$ cat src/rtl/pdm_pkg.sv
package pdm_pkg;
  localparam logic [15:0] LFSR_INIT = 16'hACE1;

  // 16-bit maximal-length Fibonacci step, taps 16,14,13,11
  function automatic logic [15:0] lfsr_step(input logic [15:0] s);
    return {s[14:0], s[15] ^ s[13] ^ s[12] ^ s[10]};
  endfunction
endpackage

$ cat src/rtl/pdm_cycle_ctr.sv
module pdm_cycle_ctr #(
  parameter int LOG2N = 12
) (
  input  logic             clk,
  input  logic             rst,
  input  logic             step_en,
  output logic [LOG2N-1:0] cnt,
  output logic             wrap
);
  localparam logic [LOG2N-1:0] CNT_LAST = '1;

  assign wrap = step_en && (cnt == CNT_LAST);

  always_ff @(posedge clk) begin
    if (rst) cnt <= '0;
    else if (step_en) cnt <= cnt + 1'b1;
  end
endmodule

$ cat src/rtl/pdm_dither_src.sv
module pdm_dither_src
  import pdm_pkg::*;
#(
  parameter int LOG2N = 12
) (
  input  logic             clk,
  input  logic             rst,
  input  logic             advance,
  output logic [LOG2N-1:0] seed
);
  logic [15:0] state;

  always_ff @(posedge clk) begin
    if (rst) state <= LFSR_INIT;
    else if (advance) state <= lfsr_step(state);
  end

  generate
    if (LOG2N <= 16) begin : g_slice
      assign seed = state[LOG2N-1:0];
    end else begin : g_pad
      assign seed = {{(LOG2N-16){1'b0}}, state};
    end
  endgenerate
endmodule

$ cat src/rtl/pdm_sample_path.sv
module pdm_sample_path #(
  parameter int LOG2N = 12,
  localparam int SW = LOG2N + 1,
  localparam int DW = LOG2N + 2,
  localparam int FW = 2 * LOG2N + 1
) (
  input  logic                 clk,
  input  logic                 rst,
  input  logic                 step_en,
  input  logic                 wrap,
  input  logic                 interp_en,
  input  logic                 in_valid,
  input  logic [SW-1:0]        in_data,
  output logic [FW-1:0]        dfix_q,
  output logic signed [DW-1:0] delta_q,
  output logic [FW-1:0]        dfix_step
);
  logic [SW-1:0] held_q;
  logic          take;

  function automatic logic [FW-1:0] scale_up(input logic [SW-1:0] s);
    return {s, {LOG2N{1'b0}}};
  endfunction

  function automatic logic signed [DW-1:0] slope(input logic [SW-1:0] nxt,
                                                 input logic [SW-1:0] cur);
    return $signed({1'b0, nxt}) - $signed({1'b0, cur});
  endfunction

  function automatic logic [FW-1:0] ramp(input logic [FW-1:0] d,
                                         input logic signed [DW-1:0] dl);
    logic signed [FW:0] t;
    t = $signed({1'b0, d}) + $signed({{(FW+1-DW){dl[DW-1]}}, dl});
    return t[FW-1:0];
  endfunction

  assign take      = wrap && in_valid;
  assign dfix_step = ramp(dfix_q, delta_q);

  always_ff @(posedge clk) begin
    if (rst) begin
      held_q  <= '0;
      delta_q <= '0;
      dfix_q  <= '0;
    end else if (wrap) begin
      if (take) begin
        held_q <= in_data;
        if (interp_en) begin
          delta_q <= slope(in_data, held_q);
          dfix_q  <= scale_up(held_q);
        end else begin
          delta_q <= '0;
          dfix_q  <= scale_up(in_data);
        end
      end else begin
        delta_q <= '0;
        dfix_q  <= scale_up(held_q);
      end
    end else if (step_en) begin
      dfix_q <= dfix_step;
    end
  end
endmodule

$ cat src/rtl/pdm_accum.sv
module pdm_accum #(
  parameter int LOG2N = 12,
  localparam int FW = 2 * LOG2N + 1
) (
  input  logic             clk,
  input  logic             rst,
  input  logic             step_en,
  input  logic             wrap,
  input  logic             dither_en,
  input  logic [LOG2N-1:0] seed,
  input  logic [FW-1:0]    incr,
  output logic [FW-1:0]    acc_q,
  output logic             pulse,
  output logic             pdm_out
);
  logic [FW-1:0] sum;

  function automatic logic [FW-1:0] seed_load(input logic on,
                                              input logic [LOG2N-1:0] s);
    return on ? {1'b0, s, {LOG2N{1'b0}}} : '0;
  endfunction

  assign sum   = acc_q + incr;
  assign pulse = sum[FW-1];

  always_ff @(posedge clk) begin
    if (rst) begin
      acc_q   <= '0;
      pdm_out <= 1'b0;
    end else if (step_en) begin
      pdm_out <= pulse;
      if (wrap) acc_q <= seed_load(dither_en, seed);
      else      acc_q <= {1'b0, sum[FW-2:0]};
    end
  end
endmodule

$ cat src/rtl/pdm_modulator.sv
module pdm_modulator #(
  parameter int LOG2N = 12
) (
  input  logic           clk,
  input  logic           rst,
  input  logic           step_en,
  input  logic           interp_en,
  input  logic           dither_en,
  input  logic           in_valid,
  output logic           in_ready,
  input  logic [LOG2N:0] in_data,
  output logic           pdm_out
);
  localparam int DW = LOG2N + 2;
  localparam int FW = 2 * LOG2N + 1;

  logic [LOG2N-1:0]     cyc_cnt;
  logic                 wrap;
  logic [LOG2N-1:0]     seed;
  logic [FW-1:0]        dfix_q;
  logic signed [DW-1:0] delta_q;
  logic [FW-1:0]        dfix_step;
  logic [FW-1:0]        acc_q;
  logic                 pulse;

  assign in_ready = wrap;

  pdm_cycle_ctr #(.LOG2N(LOG2N)) u_ctr (
    .clk(clk), .rst(rst), .step_en(step_en), .cnt(cyc_cnt), .wrap(wrap)
  );

  pdm_dither_src #(.LOG2N(LOG2N)) u_dith (
    .clk(clk), .rst(rst), .advance(wrap), .seed(seed)
  );

  pdm_sample_path #(.LOG2N(LOG2N)) u_samp (
    .clk(clk), .rst(rst), .step_en(step_en), .wrap(wrap),
    .interp_en(interp_en), .in_valid(in_valid), .in_data(in_data),
    .dfix_q(dfix_q), .delta_q(delta_q), .dfix_step(dfix_step)
  );

  pdm_accum #(.LOG2N(LOG2N)) u_acc (
    .clk(clk), .rst(rst), .step_en(step_en), .wrap(wrap),
    .dither_en(dither_en), .seed(seed), .incr(dfix_step),
    .acc_q(acc_q), .pulse(pulse), .pdm_out(pdm_out)
  );
endmodule

$ cat config.mk
export PLATFORM = sky130hd
export DESIGN_NAME = pdm_modulator
export DESIGN_NICKNAME = d
export VERILOG_FILES = /design/src/rtl/pdm_pkg.sv /design/src/rtl/pdm_cycle_ctr.sv /design/src/rtl/pdm_dither_src.sv /design/src/rtl/pdm_sample_path.sv /design/src/rtl/pdm_accum.sv /design/src/rtl/pdm_modulator.sv
export SDC_FILE = /design/constraint.sdc
export NUM_CORES = 1
export LEC_CHECK = 0
export CAP_MARGIN = 20
export CORE_MARGIN = 2
export CORE_UTILIZATION = 25
export DETAILED_ROUTE_END_ITERATION = 10
export DONT_BUFFER_PORTS = 1
export GPL_TIMING_DRIVEN = 0
export PLACE_DENSITY = 0.46
export SLEW_MARGIN = 20
export SYNTH_ARGS = -nofsm -noshare
export SYNTH_HDL_FRONTEND = slang
export SYNTH_SLANG_ARGS = --single-unit
$ cat constraint.sdc
create_clock -name clk -period 4.8 [get_ports clk]
set_input_delay 0.48 -clock clk [delete_from_list [all_inputs] [get_ports clk]]
set_output_delay 0.48 -clock clk [all_outputs]
set_load 0.01 [all_outputs]
==> results of run 1 <==
## worst max-delay path, stage by stage, from the launching register on
cell,delay (ns)
dfxtp_1,0.36
ha_1,0.17
inv_1,0.05
fa_1,0.40
nand2b_1,0.22
a21oi_4,0.22
o21ai_0,0.12
nand2b_1,0.08
a21oi_1,0.08
xnor2_1,0.17
ha_1,0.28
buf_2,0.17
nand4_1,0.20
nor4_2,0.34
nor3_1,0.11
a211oi_2,0.22
buf_4,0.17
a211oi_1,0.07
or3_1,0.37
xnor2_1,0.14
a222oi_1,0.30
nor2_1,0.08
## layout make-up
cell class / instances / area (µm²)
tap: 378 / 473
buffer: 41 / 158
inverter: 32 / 120
clock inverter: 2 / 35.0
multi-input combinational: 710 / 4670
sequential: 105 / 2100
fill: 3027 / 19800
timing repair buffer: 5 / 37.5
clock buffer: 14 / 274
## cell usage after synthesis, types with 3 or more instances
cell type	n	share of area
inv_1	31	0.017
a21oi_1	94	0.067
buf_1	3	0.0016
xnor2_1	35	0.044
a221oi_1	6	0.0075
nand4_1	7	0.0062
mux2i_1	7	0.010
a22o_1	5	0.0062
a31oi_1	10	0.0089
dfxtp_1	105	0.30
xor2_1	21	0.026
nand2b_1	11	0.0098
nand3_1	31	0.022
ha_1	66	0.12
nor3_1	9	0.0064
nor2b_1	6	0.0053
buf_2	3	0.0021
nor4_1	6	0.0053
a21boi_0	4	0.0043
o2bb2ai_1	4	0.0050
fa_1	3	0.0086
o21ai_0	38	0.027
a21o_1	23	0.025
a211oi_1	3	0.0032
and2_1	6	0.0053
o211ai_1	5	0.0053
nand2_1	119	0.064
a211o_1	6	0.0075
o21ai_1	3	0.0021
o21bai_1	3	0.0032
a222oi_1	9	0.013
nor2_1	89	0.048
or3_1	5	0.0045
nor4b_1	3	0.0037
and3_1	5	0.0045
o21a_1	10	0.011
clkbuf_1	35	0.019
a22oi_1	19	0.020
## sequential cells by signal, summed over array words and instances, names as in the netlist
signal	cells
u_acc.acc_q	24
u_acc.pdm_out	1
u_ctr.cnt	12
u_dith.state	16
u_samp.delta_q	14
u_samp.dfix_q	25
u_samp.held_q	13
## report_power, final
| part | internal (W) | switching, W |
|---|---|---|
| combinational | 0.0000269 | 0.0000694 |
| sequential | 0.000873 | 0.00000315 |
| clock | 0.000448 | 0.000348 |
## worst paths after layout
| kind | startpoint | end |
|---|---|---|
| setup reg to reg | u_samp.delta_q[0] | u_acc.acc_q[22] |
| setup / recovery | u_samp.delta_q[0] | u_acc.acc_q[22] |
| hold reg to reg | u_samp.held_q[12] | u_samp.held_q[12] |
| hold / removal | in_data[11] | u_samp.held_q[11] |
## logic make-up after synthesis
family	count (synthesis)
and+or+nand+nor	311
buffers and inverters	73
DFF	105
adders and majority gates	69
xor gates and xnor gates	56
AOI/OAI and AO/OA	267
muxes	7
## routing by layer
metal	track usage	wire (µm)	vias to the layer above
met5	0	0	-
met4	0.0372	177	0
met3	0.0207	445	12
met2	0.234	9680	61
met1	0.208	10900	2997
li1	-	-	3215
## repair_timing
action | 4_1_cts | 5_1_grt
gates resized for setup | 0 | 5
setup endpoints to repair | 1 | 5
setup buffers | 0 | 5
pin swaps | 1 | 4
## metrics by stage
step	hold slack [ns]	instance area [µm²]	power, W	setup TNS, ns	worst slack [ns]
detailed placement	0.453	7490	0.000993	0	0.0264
finish	0.241	7870	0.00177	0	0.358
floorplan	0.436	7020	0.000959	0	0.791
global route	0.246	7870	0.00183	-0.0500	-0.0500
global placement	0.448	7490	0.000994	0	0.0356
CTS	0.229	7800	0.00180	0	0.0156
## placed cells by master, fill, tap and decap left out, types with 4 or more instances in the layout
master     instances
clkbuf_1          37
a21o_1            23
and2_1             6
or3_1              5
nor2b_1            6
nand4_1            7
a211o_1            6
o211ai_1           5
a21boi_0           4
nor4_1             4
dfxtp_1          105
buf_4              5
a222oi_1           9
nor2_1            89
a22oi_1           19
clkbuf_16          9
mux2i_1            7
a22o_1             5
a21oi_1           94
and3_1             5
xnor2_1           35
a31oi_1           10
nand2b_1          11
nand2_1          119
xor2_1            21
a221oi_1           6
o21a_1            10
nand3_1           31
nor3_1             9
inv_1             31
ha_1              66
o21ai_0           38
o2bb2ai_1          4
==> flow_summary_export.csv, run 1 <==
group,metric,value,unit
global_routing,antenna_found_initial,0,
cts,holdBufCountCts,0,
floorplan,placement_rows,61,
timing,worst_slew_pin_slew,0.821,ns
setup_path,cp-start-kind,"flip-flop",
power,power-per-cell-area,225,nW/µm²
logic_synthesis,ys_seq_area_frac,0.299,
min_path,hold_depth,2,
setup_path,regToRegSetupSlack,0.36,ns
logic_synthesis,synthesis.nets,976,
timing,hold_viol_final,0,
cts,cts_made_buffers,9,
global_routing,grt_pass1_wl,33.3,mm
route,wl_per_cell,16.5,µm
setup_path,crit_type,"reg -> reg",
route,drc_errors,0,
final_layout,drive_gt1_frac,0.0451,
timing,layout_min_cycle_time,4.44,ns
logic_synthesis,synth_top_family_by_area,"compound AO/OA/AOI/OAI gates",
floorplan,core,27700,µm²
floorplan,fp.dieW,172,µm
place,place.gp.congestion,0.816,
global_routing,gr-usage-all-layers,0.147,
route,wirelength,21.2,mm
timing,fmax,225,MHz
logic_synthesis,synth-compound-area-share,0.254,
route,first_pass_iters,6,
route,vias,6285,
place,dp_hpwl,16.2,mm
min_path,min_path_type,"in -> reg",
final_layout,areaGrowthSynthToFinish,12.1,%
logic_synthesis,yosys-mux-area-fraction,0.00998,
logic_synthesis,synth-simple-area-share,0.201,
setup_path,r2r_cells,21,
setup_path,cp-end-kind,"flip-flop",
timing,skew,0.0152,ns
logic_synthesis,yosys_warnings,0,
final_layout,final_nets,992,
global_routing,grt_pass1_vias,5835,
logic_synthesis,synth-xor-area-share,0.0699,
global_routing,grt.overflow.total,0,
cts,cts.sinks,105,
logic_synthesis,async_reset_ff_frac,0,
timing,slew_viol_final,0,
logic_synthesis,synth_ff_type,"dfxtp_1",
cts,clk_pin_slew_worst_paths,0.08,ns
timing,setup_viol,0,
run,max_cap_viol_count,0,
power,power.leakage,3.15,nW
logic_synthesis,synth.ff_latch_count,105,
floorplan,pin_count,21,
setup_path,critPathRequiredTime,5.03,ns
cts,clk_latency,0.37,ns
floorplan,start_util,0.253,
setup_path,cp.arrival,4.67,ns
logic_synthesis,synth_fa_ha_area_frac,0.126,
route,antenna_left,0,
floorplan,design.die.area,29400,µm²
cts,cts_buffer_depth,2,
final_layout,final_cells,1287,
cts,root_buffer,"clkbuf_16",
floorplan,die_y,172,µm
timing,period_share,0.926,
route,drt_iter0_markers,463,
logic_synthesis,syn_area,7020,µm²
place,port_buffers,0,
global_routing,grt_max_degree,16,
timing,relSlewSlack,0.452,
logic_synthesis,yosysUniqueCellTypes,68,
power,ir_drop,124,µV
route,vias_per_cell,4.88,
cts,cts_tree,"built",
setup_path,cp_max_fo,7,
final_layout,fin_util,0.284,
cts,h-tree-depth,3,
final_layout,n_antenna_cell,0,
logic_synthesis,syn-instance-count,888,
run_status,status,"completed",
place,dp.cells,1266,
logic_synthesis,synth.avg_cell_area,7.91,µm²
logic_synthesis,synth-edff-count,0,
Note: power is estimated with default switching activity, not from simulation.
==> inputs of run 2 (changes only) <==
--- a/config.mk
+++ b/config.mk
@@ -6,12 +6,14 @@
 export NUM_CORES = 1
 export LEC_CHECK = 0
 export CAP_MARGIN = 20
+export CELL_PAD_IN_SITES_DETAIL_PLACEMENT = 1
+export CELL_PAD_IN_SITES_GLOBAL_PLACEMENT = 1
 export CORE_MARGIN = 2
 export CORE_UTILIZATION = 25
 export DETAILED_ROUTE_END_ITERATION = 10
 export DONT_BUFFER_PORTS = 1
 export GPL_TIMING_DRIVEN = 0
-export PLACE_DENSITY = 0.46
+export PLACE_DENSITY = 0.55
 export SLEW_MARGIN = 20
 export SYNTH_ARGS = -nofsm -noshare
 export SYNTH_HDL_FRONTEND = slang
==> run 2 against run 1 <==
Fmax is 0.29% higher. Sequential power about the same. Clock-buffer cell count is 5 lower. Register-to-register slack about the same. Wire length increased by 8.5%. Critical endpoint unchanged. Highest routed layer unchanged.
==> flow_summary_export.csv, run 2 (synthesis gave the netlist of run 1 again) <==
group,metric,value,unit
run_status,status,"completed",
place,place.gp.congestion,0.797,
final_layout,n_antenna_cell,0,
floorplan,placement_rows,61,
min_path,hold_depth,2,
final_layout,largest_reg_flops,25,
place,placed_area,7490,µm²
timing,worst_slew_pin_slew,0.867,ns
setup_path,cp_common_cell,"a21o_1",
final_layout,final_area,7830,µm²
global_routing,gr-usage-all-layers,0.160,
timing,skew,0.0125,ns
global_routing,grt_pass1_vias,6328,
route,met1_length,11.7,mm
floorplan,fp.dieW,172,µm
final_layout,mostFrequentLayoutCell,"nand2_1",
floorplan,start_util,0.253,
route,vias,6375,
global_routing,antenna_found_initial,0,
setup_path,crit_chain,"ha_1, a21oi_1, o21ai_0, a21o_1, a21o_1, o21ai_1, o21a_1, o31ai_2, or2_1, xor2_1, ha_1, a21o_1, a211o_1, a211oi_1, or3_1, xnor2_1, a222oi_1, nor2_1",
timing,layout_min_cycle_time,4.43,ns
setup_path,crit_type,"reg -> reg",
setup_path,crit_slowest_cell,"ha_1",
timing,hold_viol_final,0,
place,dp_hpwl,17.9,mm
setup_path,critPathRequiredTime,5.04,ns
cts,cts_tree,"built",
route,drt_iter0_markers,262,
setup_path,cp.arrival,4.67,ns
power,ir_drop,154,µV
setup_path,cp_num_buf_inv,0,
power,power,0.00177,W
cts,clk_pin_slew_worst_paths,0.09,ns
global_routing,grt_max_degree,19,
cts,h-tree-depth,3,
route,drc_errors,0,
timing,rsz0062_at_grt,"no",
final_layout,areaGrowthSynthToFinish,11.5,%
run,max_cap_viol_count,0,
floorplan,pin_count,21,
min_path,worstHoldEndpoint,"u_samp.held_q[11]",
global_routing,grt_pass1_wl,36.2,mm
route,topRoutingLayerUsed,"met4",
cts,cts_made_buffers,9,
final_layout,final_cells,1284,
timing,slew_viol_final,0,
final_layout,fillers,3358,
cts,root_buffer,"clkbuf_16",
floorplan,die_y,172,µm
timing,fmax,226,MHz
setup_path,cp_top_family,"compound AO/OA/AOI/OAI gates",
route,first_pass_iters,6,
route,met2_length,10.6,mm
final_layout,reg.largest.list,"u_samp.dfix_q (25), u_acc.acc_q (24), u_dith.state (16)",
cts,holdBufCountCts,0,
setup_path,cp-end-kind,"flip-flop",
timing,holdWs,0.244,ns
global_routing,grt.overflow.total,0,
min_path,min_path_type,"in -> reg",
timing,setup_viol,0,
setup_path,cp-start-kind,"flip-flop",
route,wl_met3,364,µm
timing,fin_setup_tns,0,ns
final_layout,drive_gt1_frac,0.0430,
setup_path,r2r_cells,18,
floorplan,core,27700,µm²
cts,cts.sinks,105,
place,port_buffers,0,
final_layout,final_cell_mix,"nand2_1, dfxtp_1, a21oi_1",
setup_path,r2r_start,"u_samp.dfix_q[10]",
place,dp.cells,1266,
route,wl_per_cell,17.9,µm
route,vias_per_cell,4.96,
setup_path,regToRegSetupSlack,0.37,ns
setup_path,critical_path.max_stage_delay,0.37,ns
min_path,hp-start,"in_data[11]",
final_layout,top_register,"u_samp.dfix_q",
cts,clk_latency,0.36,ns
cts,cts_buffer_depth,2,
power,power-per-cell-area,226,nW/µm²
setup_path,cp_max_fo,6,
floorplan,design.die.area,29400,µm²
route,antenna_left,0,
timing,relSlewSlack,0.422,
timing,period_share,0.923,
route,wirelength,23.0,mm
final_layout,final_nets,989,
setup_path,r2r-end,"u_acc.acc_q[22]",
power,power.leakage,3.12,nW
-- run 2: changes by cell type in the layout (fill, tap and decap cells not counted) --
cell	change
buf_4	-3
clkbuf_8	-3
clkinvlp_4	+3
clkbuf_1	-2
clkinv_4	+2
a211oi_2	+1
a211oi_4	-1
clkinv_2	-1
inv_6	+1
nor4_1	+1
nor4_2	-1
-- run 2: final cells by class --
| type | instances | area, µm² | area share |
|---|---|---|---|
| flip-flops and latches | 105 | 2100 | 0.268 |
| clock inverters | 7 | 78.8 | 0.0101 |
| inverters | 32 | 120 | 0.0153 |
| well taps | 378 | 473 | 0.0604 |
| multi-input cells | 710 | 4660 | 0.595 |
| plain buffers | 41 | 158 | 0.0201 |
| clock buffers | 9 | 225 | 0.0288 |
| repair buffers | 2 | 15.0 | 0.00192 |
-- run 2: worst max path at each step --
stage | from | to | slack (ns) | depth (start not counted)
floorplan | u_samp.dfix_q[1] | u_acc.acc_q[22] | 0.79 | 18
global placement | u_samp.delta_q[1] | u_acc.acc_q[22] | -0.01 | 18
detailed placement | u_samp.delta_q[1] | u_acc.acc_q[22] | -0.009 | 18
CTS | u_samp.delta_q[1] | u_acc.acc_q[22] | 0.07 | 18
global route | u_samp.delta_q[0] | u_acc.acc_q[22] | 0.005 | 21
finish | u_samp.dfix_q[10] | u_acc.acc_q[22] | 0.37 | 18
-- run 2: what timing repair did --
| action | CTS | global route |
|---|---|---|
| gates resized for setup | 0 | 3 |
| setup buffers | 2 | 0 |
| endpoints found under the setup margin | 1 | 3 |
| pin swaps | 1 | 0 |
-- run 2: stage by stage --
step,setup slack (ns),utilization
finish,0.370,0.283
global route,0.00536,0.283
CTS,0.0740,0.282
detailed placement,-0.00882,0.271
global placement,-0.0133,0.271
floorplan,0.791,-
-- run 2: per-layer routing --
metal | GRT usage | vias up
met1 | 0.223 | 3104
li1 | - | 3212
met2 | 0.261 | 45
met4 | 0.0394 | 0
met5 | 0 | -
met3 | 0.0186 | 14
-- run 2: where the power goes --
part,internal (W),leakage [nW],total (W),switching (W)
clock,0.000410,0.138,0.000793,0.000383
sequential,0.000873,0.846,0.000876,0.00000288
combinational,0.0000268,2.14,0.0000999,0.0000731
-- run 2: worst register-to-register path, stage by stage, from the launching register on --
cell	delay [ns]
dfxtp_1	0.33
ha_1	0.37
a21oi_1	0.30
o21ai_0	0.15
a21o_1	0.20
a21o_1	0.18
o21ai_1	0.23
o21a_1	0.31
o31ai_2	0.14
or2_1	0.23
xor2_1	0.26
ha_1	0.32
a21o_1	0.21
a211o_1	0.29
a211oi_1	0.21
or3_1	0.16
xnor2_1	0.06
a222oi_1	0.30
nor2_1	0.06
==> inputs of run 3 (changes only) <==
--- a/config.mk
+++ b/config.mk
@@ -5,15 +5,14 @@
 export SDC_FILE = /design/constraint.sdc
 export NUM_CORES = 1
 export LEC_CHECK = 0
-export CAP_MARGIN = 20
 export CELL_PAD_IN_SITES_DETAIL_PLACEMENT = 1
 export CELL_PAD_IN_SITES_GLOBAL_PLACEMENT = 1
 export CORE_MARGIN = 2
 export CORE_UTILIZATION = 25
 export DETAILED_ROUTE_END_ITERATION = 10
 export DONT_BUFFER_PORTS = 1
-export GPL_TIMING_DRIVEN = 0
 export PLACE_DENSITY = 0.55
+export RECOVER_POWER = 100
 export SLEW_MARGIN = 20
 export SYNTH_ARGS = -nofsm -noshare
 export SYNTH_HDL_FRONTEND = slang
==> run 3 against run 2 <==
The run now ends with capacitance limit, slew limit left. Register-to-register slack improved by 0.05 ns. Die area did not move. Hold slack got worse by 0.064 ns. Critical path depth did not move. Flip-flop and latch count did not move. Global-route usage fell by 1.1 points. Total power fell by 0.46%. Clock skew fell by 0.0027 ns. Via count fell by 3.2%. Clock power rose by 3.4%. Core utilization fell by 0.42 points.
==> flow_summary_export.csv, run 3 (synthesis gave the netlist of run 1 again) <==
group,metric,value,unit
run_status,status,"complete, but fails checks",
run_status,violations,"capacitance limit, slew limit",
timing,relSlewSlack,-0.317,
min_path,min_path_type,"in -> reg",
min_path,hp-start,"rst",
cts,holdBufCountCts,0,
cts,cts_made_buffers,9,
floorplan,design.die.area,29400,µm²
setup_path,cp_top_family,"compound AO/OA/AOI/OAI gates",
route,wl_met3,324,µm
setup_path,crit_type,"reg -> reg",
global_routing,grt_pass1_wl,34.5,mm
final_layout,reg.largest.list,"u_samp.dfix_q (25), u_acc.acc_q (24), u_dith.state (16)",
cts,cts.sinks,105,
setup_path,cp_max_fo,6,
timing,holdWs,0.180,ns
power,power.leakage,3.09,nW
global_routing,gr-usage-all-layers,0.149,
route,drc_errors,0,
timing,skew,0.00981,ns
setup_path,critical_path.max_stage_delay,0.36,ns
cts,clk_pin_slew_worst_paths,0.08,ns
place,port_buffers,0,
route,antenna_left,0,
place,dp_hpwl,15.2,mm
floorplan,fp.dieW,172,µm
final_layout,regArea,2100,µm²
floorplan,core,27700,µm²
final_layout,largest_reg_flops,25,
setup_path,crit_slowest_cell,"ha_1",
setup_path,cp-end-kind,"flip-flop",
cts,cts_tree,"built",
final_layout,multiInputGateArea,4640,µm²
route,first_pass_iters,4,
setup_path,crit_chain,"ha_1, a21oi_1, o21ai_0, a21o_1, a21o_1, o21ai_0, nand2b_1, a211o_1, and2_0, ha_1, a21o_1, a21o_1, a21o_1, a21o_1, a31o_2, nor4bb_1, nor4b_1, nor4_1",
route,vias,6172,
timing,hold_viol_final,0,
setup_path,cp-start-kind,"flip-flop",
setup_path,cp_num_buf_inv,0,
setup_path,critPathRequiredTime,5.05,ns
cts,cts_buffer_depth,2,
final_layout,n_antenna_cell,0,
floorplan,placement_rows,61,
timing,slew_viol_final,36,
power,power-per-cell-area,228,nW/µm²
timing,worst_slew_pin_slew,1.98,ns
cts,clk_latency,0.36,ns
floorplan,start_util,0.253,
timing,fin_ws,0.417,ns
place,place.gp.congestion,0.770,
final_layout,final_nets,957,
route,met1_length,10.4,mm
route,wirelength,20.6,mm
final_layout,mostFrequentLayoutCell,"nand2_1",
global_routing,antenna_found_initial,0,
cts,root_buffer,"clkbuf_16",
timing,fin_setup_tns,0,ns
setup_path,cp.arrival,4.63,ns
global_routing,grt_pass1_vias,6372,
setup_path,r2r_start,"u_samp.delta_q[10]",
setup_path,crit_start,"u_samp.delta_q[10]",
global_routing,grt_max_degree,98,
cts,h-tree-depth,3,
floorplan,die_y,172,µm
route,met2_length,9.65,mm
route,wl_per_cell,16.5,µm
timing,setup_viol,0,
power,ir_drop,123,µV
final_layout,fillers,3317,
setup_path,cp_common_cell,"a21o_1",
timing,rsz0062_at_grt,"no",
global_routing,grt.overflow.total,0,
route,vias_per_cell,4.93,
final_layout,final_cell_mix,"nand2_1, dfxtp_1, a21oi_1",
final_layout,areaGrowthSynthToFinish,9.85,%
floorplan,pin_count,21,
final_layout,top_register,"u_samp.dfix_q",
route,drt_iter0_markers,274,
final_layout,fin_util,0.278,
final_layout,drive_gt1_frac,0.0423,
place,pre_cts_slack,0.380,ns
run,max_cap_viol_count,1,
timing,layout_min_cycle_time,4.38,ns
timing,period_share,0.913,
route,topRoutingLayerUsed,"met4",
timing,fmax,228,MHz
run 3: changes by cell type in the layout (fill, tap and decap cells not counted), sizes merged:
cell      before  now
clkbuf        44   14
clkinvlp       3    2
inv           33   35
buf            8    6
clkinv         2    1
run 3: power breakdown:
group	total [W]	leakage (nW)	switching (W)	internal (W)
Combinational	0.0000652	2.10	0.0000413	0.0000239
Sequential	0.000876	0.846	0.00000281	0.000873
Clock	0.000820	0.146	0.000402	0.000418
Total	0.00176	3.09	0.000446	0.00131
run 3: final timing paths:
path                                           to  slack, ns  cells past startpoint
worst max-delay path              u_acc.acc_q[23]       0.42                     18
worst min register to register  u_samp.held_q[12]       0.45                      2
worst max register to register    u_acc.acc_q[23]       0.42                     18
worst min-delay path            u_samp.held_q[12]       0.18                      1
run 3: final cells by class:
class | count | share of cell area
flip-flops and latches | 105 | 0.273
multi-input cells | 710 | 0.602
well taps | 378 | 0.0613
clock inverters | 7 | 0.0110
inverters | 32 | 0.0156
repair buffers | 11 | 0.00843
clock buffers | 9 | 0.0292
run 3: metal layers:
metal / global-route usage / vias up
li1: - / 3147
met1: 0.202 / 2986
met2: 0.246 / 28
met3: 0.0228 / 11
met4: 0.0361 / 0
met5: 0 / -
run 3: what timing repair did:
| item | in CTS | in global routing |
|---|---|---|
| buffers inserted | 0 | 0 |
| setup endpoints to repair | 0 | 1 |
| gates resized for setup | 0 | 2 |
run 3: worst reg2reg max path: stages (launching register included):
cell,delay (ns)
dfxtp_1,0.33
ha_1,0.35
a21oi_1,0.32
o21ai_0,0.16
a21o_1,0.20
a21o_1,0.19
o21ai_0,0.34
nand2b_1,0.10
a211o_1,0.31
and2_0,0.17
ha_1,0.36
a21o_1,0.19
a21o_1,0.18
a21o_1,0.18
a21o_1,0.18
a31o_2,0.24
nor4bb_1,0.14
nor4b_1,0.25
nor4_1,0.09
run 3: per-stage QoR:
stage               area (µm²)  total power (W)  std cells
global route              7710          0.00184       1252
global placement          7420         0.000963       1236
CTS                       7730          0.00180       1252
detailed placement        7420         0.000963       1236
floorplan                 7020         0.000959        888
finish                    7710          0.00176       1252
